File: src/rtl/bp_pkg.sv
package bp_pkg;

  typedef enum logic [1:0] {
    OPC_ADD  = 2'b00,
    OPC_SUB  = 2'b01,
    OPC_LOAD = 2'b10,
    OPC_ADD2 = 2'b11
  } opc_e;

  function automatic logic op_is_load(opc_e op);
    return op == OPC_LOAD;
  endfunction

  function automatic logic op_subtracts(opc_e op);
    return op == OPC_SUB;
  endfunction

endpackage

File: src/rtl/bp_regfile.sv
module bp_regfile #(
  parameter int DW       = 16,
  parameter int NREG     = 8,
  parameter bit READ_NEW = 1'b0,
  localparam int RW      = $clog2(NREG)
) (
  input  logic                 clk,
  input  logic                 rst_n,
  input  logic [1:0][RW-1:0]   raddr,
  output logic [1:0][DW-1:0]   rdata,
  input  logic                 we,
  input  logic [RW-1:0]        waddr,
  input  logic [DW-1:0]        wdata
);

  logic [NREG-1:0][DW-1:0] regs_q;

  always_ff @(posedge clk) begin
    if (!rst_n) begin
      for (int i = 0; i < NREG; i++) regs_q[i] <= DW'(i);
    end else if (we) begin
      regs_q[waddr] <= wdata;
    end
  end

  for (genvar p = 0; p < 2; p++) begin : g_port
    if (READ_NEW) begin : g_new
      assign rdata[p] = (we && (waddr == raddr[p])) ? wdata : regs_q[raddr[p]];
    end else begin : g_old
      assign rdata[p] = regs_q[raddr[p]];
    end
  end

  AST_RF_WRITE: assert property (@(posedge clk) disable iff (!rst_n)
    we |=> regs_q[$past(waddr)] == $past(wdata));

endmodule

File: src/rtl/bp_bypass.sv
module bp_bypass #(
  parameter int DW      = 16,
  parameter int RW      = 3,
  parameter bit WB_PATH = 1'b1
) (
  input  logic [RW-1:0] src,
  input  logic [DW-1:0] rf_val,
  input  logic          ex_ok,
  input  logic [RW-1:0] ex_dst,
  input  logic [DW-1:0] ex_val,
  input  logic          wb_ok,
  input  logic [RW-1:0] wb_dst,
  input  logic [DW-1:0] wb_val,
  output logic [DW-1:0] opnd,
  output logic          hit_ex,
  output logic          hit_wb
);

  assign hit_ex = ex_ok && (ex_dst == src);
  assign hit_wb = WB_PATH && wb_ok && (wb_dst == src);

  always_comb begin
    if (hit_ex)      opnd = ex_val;
    else if (hit_wb) opnd = wb_val;
    else             opnd = rf_val;
  end

endmodule

File: src/rtl/bp_hazard.sv
module bp_hazard #(
  parameter int RW = 3
) (
  input  logic          ro_valid,
  input  logic [RW-1:0] ro_srca,
  input  logic [RW-1:0] ro_srcb,
  input  logic          ex_valid,
  input  logic          ex_is_load,
  input  logic [RW-1:0] ex_dst,
  output logic          stall
);

  logic dst_used;

  assign dst_used = (ex_dst == ro_srca) || (ex_dst == ro_srcb);
  assign stall    = ro_valid && ex_valid && ex_is_load && dst_used;

endmodule

File: src/rtl/bypass_pipe.sv
module bypass_pipe
  import bp_pkg::*;
#(
  parameter int DW       = 16,
  parameter int NREG     = 8,
  parameter int AW       = 6,
  parameter bit READ_NEW = 1'b0,
  localparam int RW      = $clog2(NREG)
) (
  input  logic          clk,
  input  logic          rst_n,
  input  logic          in_valid,
  input  logic [1:0]    in_op,
  input  logic [RW-1:0] in_dst,
  input  logic [RW-1:0] in_srca,
  input  logic [RW-1:0] in_srcb,
  output logic          in_hold,
  output logic          mem_rd,
  output logic [AW-1:0] mem_addr,
  input  logic [DW-1:0] mem_rdata,
  output logic          wb_valid,
  output logic [RW-1:0] wb_dst,
  output logic [DW-1:0] wb_data
);

  localparam bit WB_FWD = !READ_NEW;

  function automatic logic [DW-1:0] alu_calc(opc_e op, logic [DW-1:0] a, logic [DW-1:0] b);
    return op_subtracts(op) ? (a - b) : (a + b);
  endfunction

  // operand-read stage
  logic          ro_valid_q;
  opc_e          ro_op_q;
  logic [RW-1:0] ro_dst_q, ro_srca_q, ro_srcb_q;
  // execute stage
  logic          ex_valid_q;
  opc_e          ex_op_q;
  logic [RW-1:0] ex_dst_q;
  logic [DW-1:0] ex_a_q, ex_b_q;
  // writeback stage
  logic          wb_valid_q;
  opc_e          wb_op_q;
  logic [RW-1:0] wb_dst_q;
  logic [DW-1:0] wb_res_q;

  logic                 stall;
  logic                 ex_is_load, ex_fwd_ok;
  logic [DW-1:0]        ex_alu, wb_value;
  logic [1:0][RW-1:0]   ro_src;
  logic [1:0][DW-1:0]   rf_rd, opnd;
  logic [1:0]           hit_ex, hit_wb;

  assign ro_src = {ro_srcb_q, ro_srca_q};

  bp_hazard #(.RW(RW)) u_hazard (
    .ro_valid   (ro_valid_q),
    .ro_srca    (ro_srca_q),
    .ro_srcb    (ro_srcb_q),
    .ex_valid   (ex_valid_q),
    .ex_is_load (ex_is_load),
    .ex_dst     (ex_dst_q),
    .stall      (stall)
  );

  always_ff @(posedge clk) begin
    if (!rst_n) begin
      ro_valid_q <= 1'b0;
      ro_op_q    <= OPC_ADD;
      ro_dst_q   <= '0;
      ro_srca_q  <= '0;
      ro_srcb_q  <= '0;
    end else if (!stall) begin
      ro_valid_q <= in_valid;
      ro_op_q    <= opc_e'(in_op);
      ro_dst_q   <= in_dst;
      ro_srca_q  <= in_srca;
      ro_srcb_q  <= in_srcb;
    end
  end

  bp_regfile #(.DW(DW), .NREG(NREG), .READ_NEW(READ_NEW)) u_rf (
    .clk   (clk),
    .rst_n (rst_n),
    .raddr (ro_src),
    .rdata (rf_rd),
    .we    (wb_valid_q),
    .waddr (wb_dst_q),
    .wdata (wb_value)
  );

  assign ex_is_load = op_is_load(ex_op_q);
  assign ex_fwd_ok  = ex_valid_q && !ex_is_load;

  for (genvar p = 0; p < 2; p++) begin : g_opnd
    bp_bypass #(.DW(DW), .RW(RW), .WB_PATH(WB_FWD)) u_byp (
      .src    (ro_src[p]),
      .rf_val (rf_rd[p]),
      .ex_ok  (ex_fwd_ok),
      .ex_dst (ex_dst_q),
      .ex_val (ex_alu),
      .wb_ok  (wb_valid_q),
      .wb_dst (wb_dst_q),
      .wb_val (wb_value),
      .opnd   (opnd[p]),
      .hit_ex (hit_ex[p]),
      .hit_wb (hit_wb[p])
    );
  end

  always_ff @(posedge clk) begin
    if (!rst_n) begin
      ex_valid_q <= 1'b0;
      ex_op_q    <= OPC_ADD;
      ex_dst_q   <= '0;
      ex_a_q     <= '0;
      ex_b_q     <= '0;
    end else begin
      ex_valid_q <= ro_valid_q && !stall;
      ex_op_q    <= ro_op_q;
      ex_dst_q   <= ro_dst_q;
      ex_a_q     <= opnd[0];
      ex_b_q     <= opnd[1];
    end
  end

  assign ex_alu   = alu_calc(ex_op_q, ex_a_q, ex_b_q);
  assign mem_rd   = ex_valid_q && ex_is_load;
  assign mem_addr = ex_alu[AW-1:0];

  always_ff @(posedge clk) begin
    if (!rst_n) begin
      wb_valid_q <= 1'b0;
      wb_op_q    <= OPC_ADD;
      wb_dst_q   <= '0;
      wb_res_q   <= '0;
    end else begin
      wb_valid_q <= ex_valid_q;
      wb_op_q    <= ex_op_q;
      wb_dst_q   <= ex_dst_q;
      wb_res_q   <= ex_alu;
    end
  end

  assign wb_value = op_is_load(wb_op_q) ? mem_rdata : wb_res_q;
  assign in_hold  = stall;
  assign wb_valid = wb_valid_q;
  assign wb_dst   = wb_dst_q;
  assign wb_data  = wb_value;

  AST_STALL_SINGLE: assert property (@(posedge clk) disable iff (!rst_n)
    stall |=> !stall);
  AST_STALL_BUBBLE: assert property (@(posedge clk) disable iff (!rst_n)
    stall |=> !ex_valid_q);
  AST_RO_HOLD: assert property (@(posedge clk) disable iff (!rst_n)
    stall |=> (ro_valid_q && $stable(ro_dst_q) && $stable(ro_srca_q) && $stable(ro_srcb_q)));
  AST_EX_FWD_CAPTURE: assert property (@(posedge clk) disable iff (!rst_n)
    (!stall && hit_ex[0]) |=> (ex_a_q == $past(ex_alu)));
  AST_WB_FWD_CAPTURE: assert property (@(posedge clk) disable iff (!rst_n)
    (!stall && hit_wb[1] && !hit_ex[1]) |=> (ex_b_q == $past(wb_value)));

endmodule

File: config.mk
export PLATFORM = sky130hd
export DESIGN_NAME = bypass_pipe
export DESIGN_NICKNAME = d
export VERILOG_FILES = /design/src/rtl/bp_pkg.sv /design/src/rtl/bp_regfile.sv /design/src/rtl/bp_bypass.sv /design/src/rtl/bp_hazard.sv /design/src/rtl/bypass_pipe.sv
export SDC_FILE = /design/constraint.sdc
export NUM_CORES = 1
export LEC_CHECK = 0
export ABC_CLOCK_PERIOD_IN_PS = 2950
export BUFFER_PORTS_ARGS = -buffer_cell sky130_fd_sc_hd__buf_4
export CORE_MARGIN = 5
export CORE_UTILIZATION = 56
export CTS_CLUSTER_DIAMETER = 100
export CTS_CLUSTER_SIZE = 24
export DETAILED_ROUTE_END_ITERATION = 12
export HOLD_SLACK_MARGIN = 0.15
export PLACE_DENSITY = 0.81
export SLEW_MARGIN = 40
export SYNTH_ARGS = -nofsm -noshare
export SYNTH_HDL_FRONTEND = slang
export SYNTH_SLANG_ARGS = --single-unit
File: constraint.sdc
create_clock -name clk -period 2.95 [get_ports clk]
set_input_delay 0.295 -clock clk [delete_from_list [all_inputs] [get_ports clk]]
set_output_delay 0.295 -clock clk [all_outputs]
set_load 0.03 [all_outputs]
Word level (Yosys, flattened, before mapping)
Cells that the tools add are included.
Widths: inputs -> output; s select.
- flip-flop bits (word level): 200
- output and inout port bits: 28
- word-level logic and storage cells: 62
- input port bits: 30
- eq/ne operators: 7
- add/subtract/negate cells: 2
- mux-type cells: 13
- reductions and logical operators: 14
- $lt $le $gt $ge: 4
- operator list (operator ; count):
    $mux 16 ; 9
    $bwmux 128 ; 1
    $bmux 16 s3 ; 2
    $demux 16 s3 ; 1
    $add 16x16->16 ; 1
    $sub 16x16->16 ; 1
    $eq 3x3->1 ; 4
    $lt 3x4->1 const B ; 3
    $logic_and 1x1->1 ; 11
    $eq 2x2->1 const B ; 2
    $ge 3x1->1 const B ; 1
    $eq 2x1->1 const B ; 1
    $logic_not 1->1 ; 2
    $logic_or 1x1->1 ; 1

Depth between registers and ports, before layout
- word-level depth: 5
- mapped depth: 13
- gate-level depth less buffers: 13

Modules after synthesis
Synthesis repeated with hierarchy kept, for this count alone.
- cells, all modules: 1216
- area total of the unflattened synthesis: 11352.1 sq um
- modules (own cells, without submodules) (module ; area an instance (sq um) ; cells each ; seq. area each (sq um) ; instances):
    bp_regfile ; 7123.1 ; 705 ; 2562.5 ; 1
    bypass_pipe ; 3375.7 ; 343 ; 1441.4 ; 1
    bp_bypass ; 389.1 ; 79 ; 0.0 ; 2
    bp_hazard ; 75.1 ; 10 ; 0.0 ; 1

Worst setup path after synthesis
No wires, ideal clock.
- path type: flip-flop to flip-flop
- from: register ex_b_q[2]
- to: register ex_b_q[13]
- path buffers: 0
- stages on the path, launching flop included: 12
- period minus slack after synthesis: 2.754 ns
- data required time: 2.825 ns
- setup time: 0.125 ns
- arrival: 2.629 ns
- slack: 0.196 ns
- path through: dfxtp_1 -> nor3_1 -> nor3b_1 -> a21oi_1 -> xnor2_1 -> ha_1 -> a21oi_1 -> nand2_1 -> a21o_1 -> or4_4 -> nand3_2 -> o22ai_1
- cells in the longest elaborated chain, start to end: 3
- elaborated cells on any way between the ends: 4
- classes of those cells: add/sub: 2; mux: 2
- ends and longest elaborated chain (element ; RTL line ; text):
    from (decl) ; bypass_pipe.sv:40 ; logic [DW-1:0] ex_a_q, ex_b_q;
    from (signal assigned) ; bypass_pipe.sv:123 ; ex_b_q <= opnd[1];
    $add 16x16->16 / $sub 16x16->16 (equally long branches) ; bypass_pipe.sv:29 ; return op_subtracts(op) ? (a - b) : (a + b);
    $mux 16 * ; bypass_pipe.sv:29 ;
    $mux 16 * ; bp_bypass.sv:23 ; if (hit_ex) opnd = ex_val;
Every way passes the cells marked *; elsewhere a longest branch is shown, timed or not.
A chain may end at the register's enable or synchronous reset.

Worst setup path after layout
- from: register ex_b_q[0]
- to: output mem_addr[4]
- cells in the longest elaborated chain, start to end: 2
- elaborated cells on any way between the ends: 3
- classes of those cells: add/sub: 2; mux: 1
- ends and longest elaborated chain (element ; RTL line ; text):
    $add 16x16->16 / $sub 16x16->16 (equally long branches) ; bypass_pipe.sv:29 ;
    $mux 16 * ; bypass_pipe.sv:29 ;
    to (decl) ; bypass_pipe.sv:19 ; output logic [AW-1:0] mem_addr,
Marks and branches as above.

==> reports/results.tsv <==
metric	value	unit
status	complete, but fails checks	
failing checks	negative setup slack	
WL met2	13770	um
M1 WL	11130	um
io pins	58	
Layout fillers	1357	
most frequent cells in the layout	dfxtp_1 (195), nor2_1 (162), a211oi_1 (121)	
Overflow after GRT	0	
die height	146.7	um
highest clock rate	338.4	MHz
Max Used Layer	met4	
Yosys warning count	0	
Post-Synthesis Cells	1081	
crit share post-route	100.2	%
WL met3	2365	um
Max-Cap Viols	0	
Clock Tree Buf Depth	2	
core area	0.01858	mm2
n_diodes	0	
reg2reg setup slack	0.05	ns
Die W	146.7	um
Reg-to-Reg End	ex_b_q[14]	
hold_ws	0.2979	ns
vias post-DR	8682	
crit path max fanout	5	
Skew-Pair Late Insertion Delay	0.43	ns
Critical Path End Type	output pin	
post-synthesis cell type count	59	
multi-input logic area	0.006087	mm2
Worst VDD drop	276.9	uV
Max Slew Vio Count	0	
WS Path Type	flip-flop to output pin	
worst path bufs/invs	2	
worst r2r src	ex_b_q[9]	
minimum clock period	2.955	ns
unrepaired setup endpoints after global routing	yes	
CP peak stage delay	0.39	ns
WL/cell	20.42	um
GP Congestion	0.9669	
Storage cell area	0.004013	mm2
CP cell instances	inv_1 > ha_1 > nor2_1 > xnor2_1 > ha_1 > a21o_1 > a21oi_1 > xnor2_1 > buf_4	
most common cell after layout, fill and taps aside	dfxtp_1	
Worst path slowest cell	dfxtp_1	
EDFF count, synth	0	
#FFs+latches synth	200	
Pleak	0.004384	uW
Post-Route Utilization	64.47	%
fraction of layout cells with a size suffix above 1	23.42	%
design area	0.01198	mm2
Hold EP	u_rf.regs_q[97]	
Clock Skews	0.008649	ns
WL final	27980	um
final HPWL from detailed placement	17990	um
Data required, critical path	2.65	ns
Die Area	0.02153	mm2
IO buf count	57	
startpoint type of the worst setup path	flip-flop	
HP Class	primary input to flip-flop	
1st-iter DRT viols	903	
netlist area before placement	0.01047	mm2
relative slew slack	52.06	%
clock root buffer	clkbuf_16	
first-pass GRT wire length	44110	um
# DRC	0	
PnR worst setup slack	-0.004897	ns
DR pass1 iterations	5	
Final #Nets	1171	
antenna-violating nets left	0	
TritonCTS Buffers	17	
Vias per Instance	6.337	
H-Tree Depth	4	
GR Util All Layers	25.39	%
critical path arrival	2.66	ns
NetSw	2294	uW
worst slew pin tran	0.7191	ns
Starting Density	56.36	%
setup violators final	1	
PwrDens	586.8	mW/mm2
total power draw	7030	uW
initial antenna violation count	0	
origin of the worst min-delay path	rst_n	
final hold vios	0	
Area after DPL	0.01107	mm2
sequential fraction of the synthesis area	38.24	%
clock power share	31.0	%
TritonCTS clock tree	done	
clock slew at reported path FFs	0.07	ns
syn avg cell area	9.687	um2
area grow syn2layout	14.40	%
internal power	4736	uW
WHS Path Cells	2	
row count	50	
Async S/R FF share, synth	0	%
vias in the first global route	8400	
part of the power in combinational logic	28.1	%
Reg2Reg Depth	11	
switching share of power	32.63	%
largest net degree at the start of global routing	61	
Largest delay share family, worst path	adder cells	
ys flop type	dfxtp_1	
sequential power share	40.9	%
Syn Nets	1128	
setup TNS	-0.004897	ns
# clock sinks	200	
cell type report:
type / instances / area share, %
well taps: 234 / 2.444
flip-flops and latches: 200 / 33.50
multi-input cells: 760 / 50.81
repair buffers: 116 / 7.792
clock inverters: 8 / 0.5327
inverters: 29 / 0.9296
clock buffers: 23 / 3.990
flip-flops by register name, summed over array words and instances (netlist names):
register and cells:
ex_valid_q 1, ro_dst_q 3, ex_op_q 2, wb_op_q 2, ro_valid_q 1, wb_valid 1
wb_dst 3, wb_res_q 16, u_rf.regs_q 128, ro_op_q 2, ro_srcb_q 3, ex_b_q 16
ex_a_q 16, ex_dst_q 3, ro_srca_q 3
power by group through the flow:
| stage | sequential (uW) | combinational (uW) | clock, uW |
|---|---|---|---|
| floorplan | 2910 | 1270 | 0 |
| global placement | 2930 | 1760 | 0 |
| detailed placement | 2930 | 1780 | 0 |
| CTS | 2870 | 1820 | 2190 |
| global route | 2880 | 2100 | 2300 |
| finish | 2880 | 1980 | 2180 |
cell families after synthesis:
family | count (synthesis) | share of synthesized area [%]
adder cells (fa/ha/maj) | 17 | 2.103
buffers and inverters | 121 | 5.915
multiplexers | 124 | 20.18
flip-flops | 200 | 38.24
AO/OA/AOI/OAI | 248 | 16.57
AND/OR/NAND/NOR | 339 | 14.31
XOR/XNOR | 32 | 2.676
metal layers:
metal | track usage, % | up-vias
met5 | 0 | -
met4 | 8.608 | 0
met2 | 43.24 | 444
met1 | 32.61 | 4150
met3 | 4.781 | 68
li1 | - | 4020
worst max-delay path by stage:
stage,start,to,slack (ns),depth (start not counted)
floorplan,ex_b_q[2],ex_b_q[13],0.20,11
global placement,ex_b_q[6],ex_a_q[14],0.08,12
detailed placement,ex_b_q[5],ex_b_q[14],0.01,12
CTS,ex_b_q[5],ex_b_q[14],0.005,12
global route,ex_b_q[0],mem_addr[4],-0.12,9
finish,ex_b_q[0],mem_addr[4],-0.005,9
stage by stage:
step,std cells,setup WS (ns)
after floorplan,1081,0.1959
after global placement,1324,0.07960
after detailed placement,1324,0.01291
after CTS,1367,0.004958
after global routing,1370,-0.1217
final,1370,-0.004897
synth_stat cells, drive strengths merged (28+ instances only):
master,instances,share of area [%]
a211oi,121,8.7
a21oi,42,2.1
buf,56,3.6
clkbuf,36,1.3
dfxtp,200,38
inv,29,1.0
mux2i,60,6.4
mux4,64,14
nand2,81,2.9
nor2,170,6.1
o21ai,28,1.3
worst reg2reg max path, delay by kind of cell, from the launching register on:
family,cells,cell delay [ns]
and+or+nand+nor,6,1.19
adders and majority gates,1,0.46
AOI/OAI and AO/OA,2,0.38
DFF,1,0.37
xor gates and xnor gates,1,0.23
buffers and inverters,1,0.15
what timing repair did:
item | 4_1_cts | 5_1_grt
setup endpoints to repair | 1 | 24
resized for setup | 3 | 41
pin swaps | 0 | 8
hold buffers | 12 | 0
setup buffers | 0 | 3
endpoints found under the hold margin | 12 | 0
(Power assumes the default switching activity.)
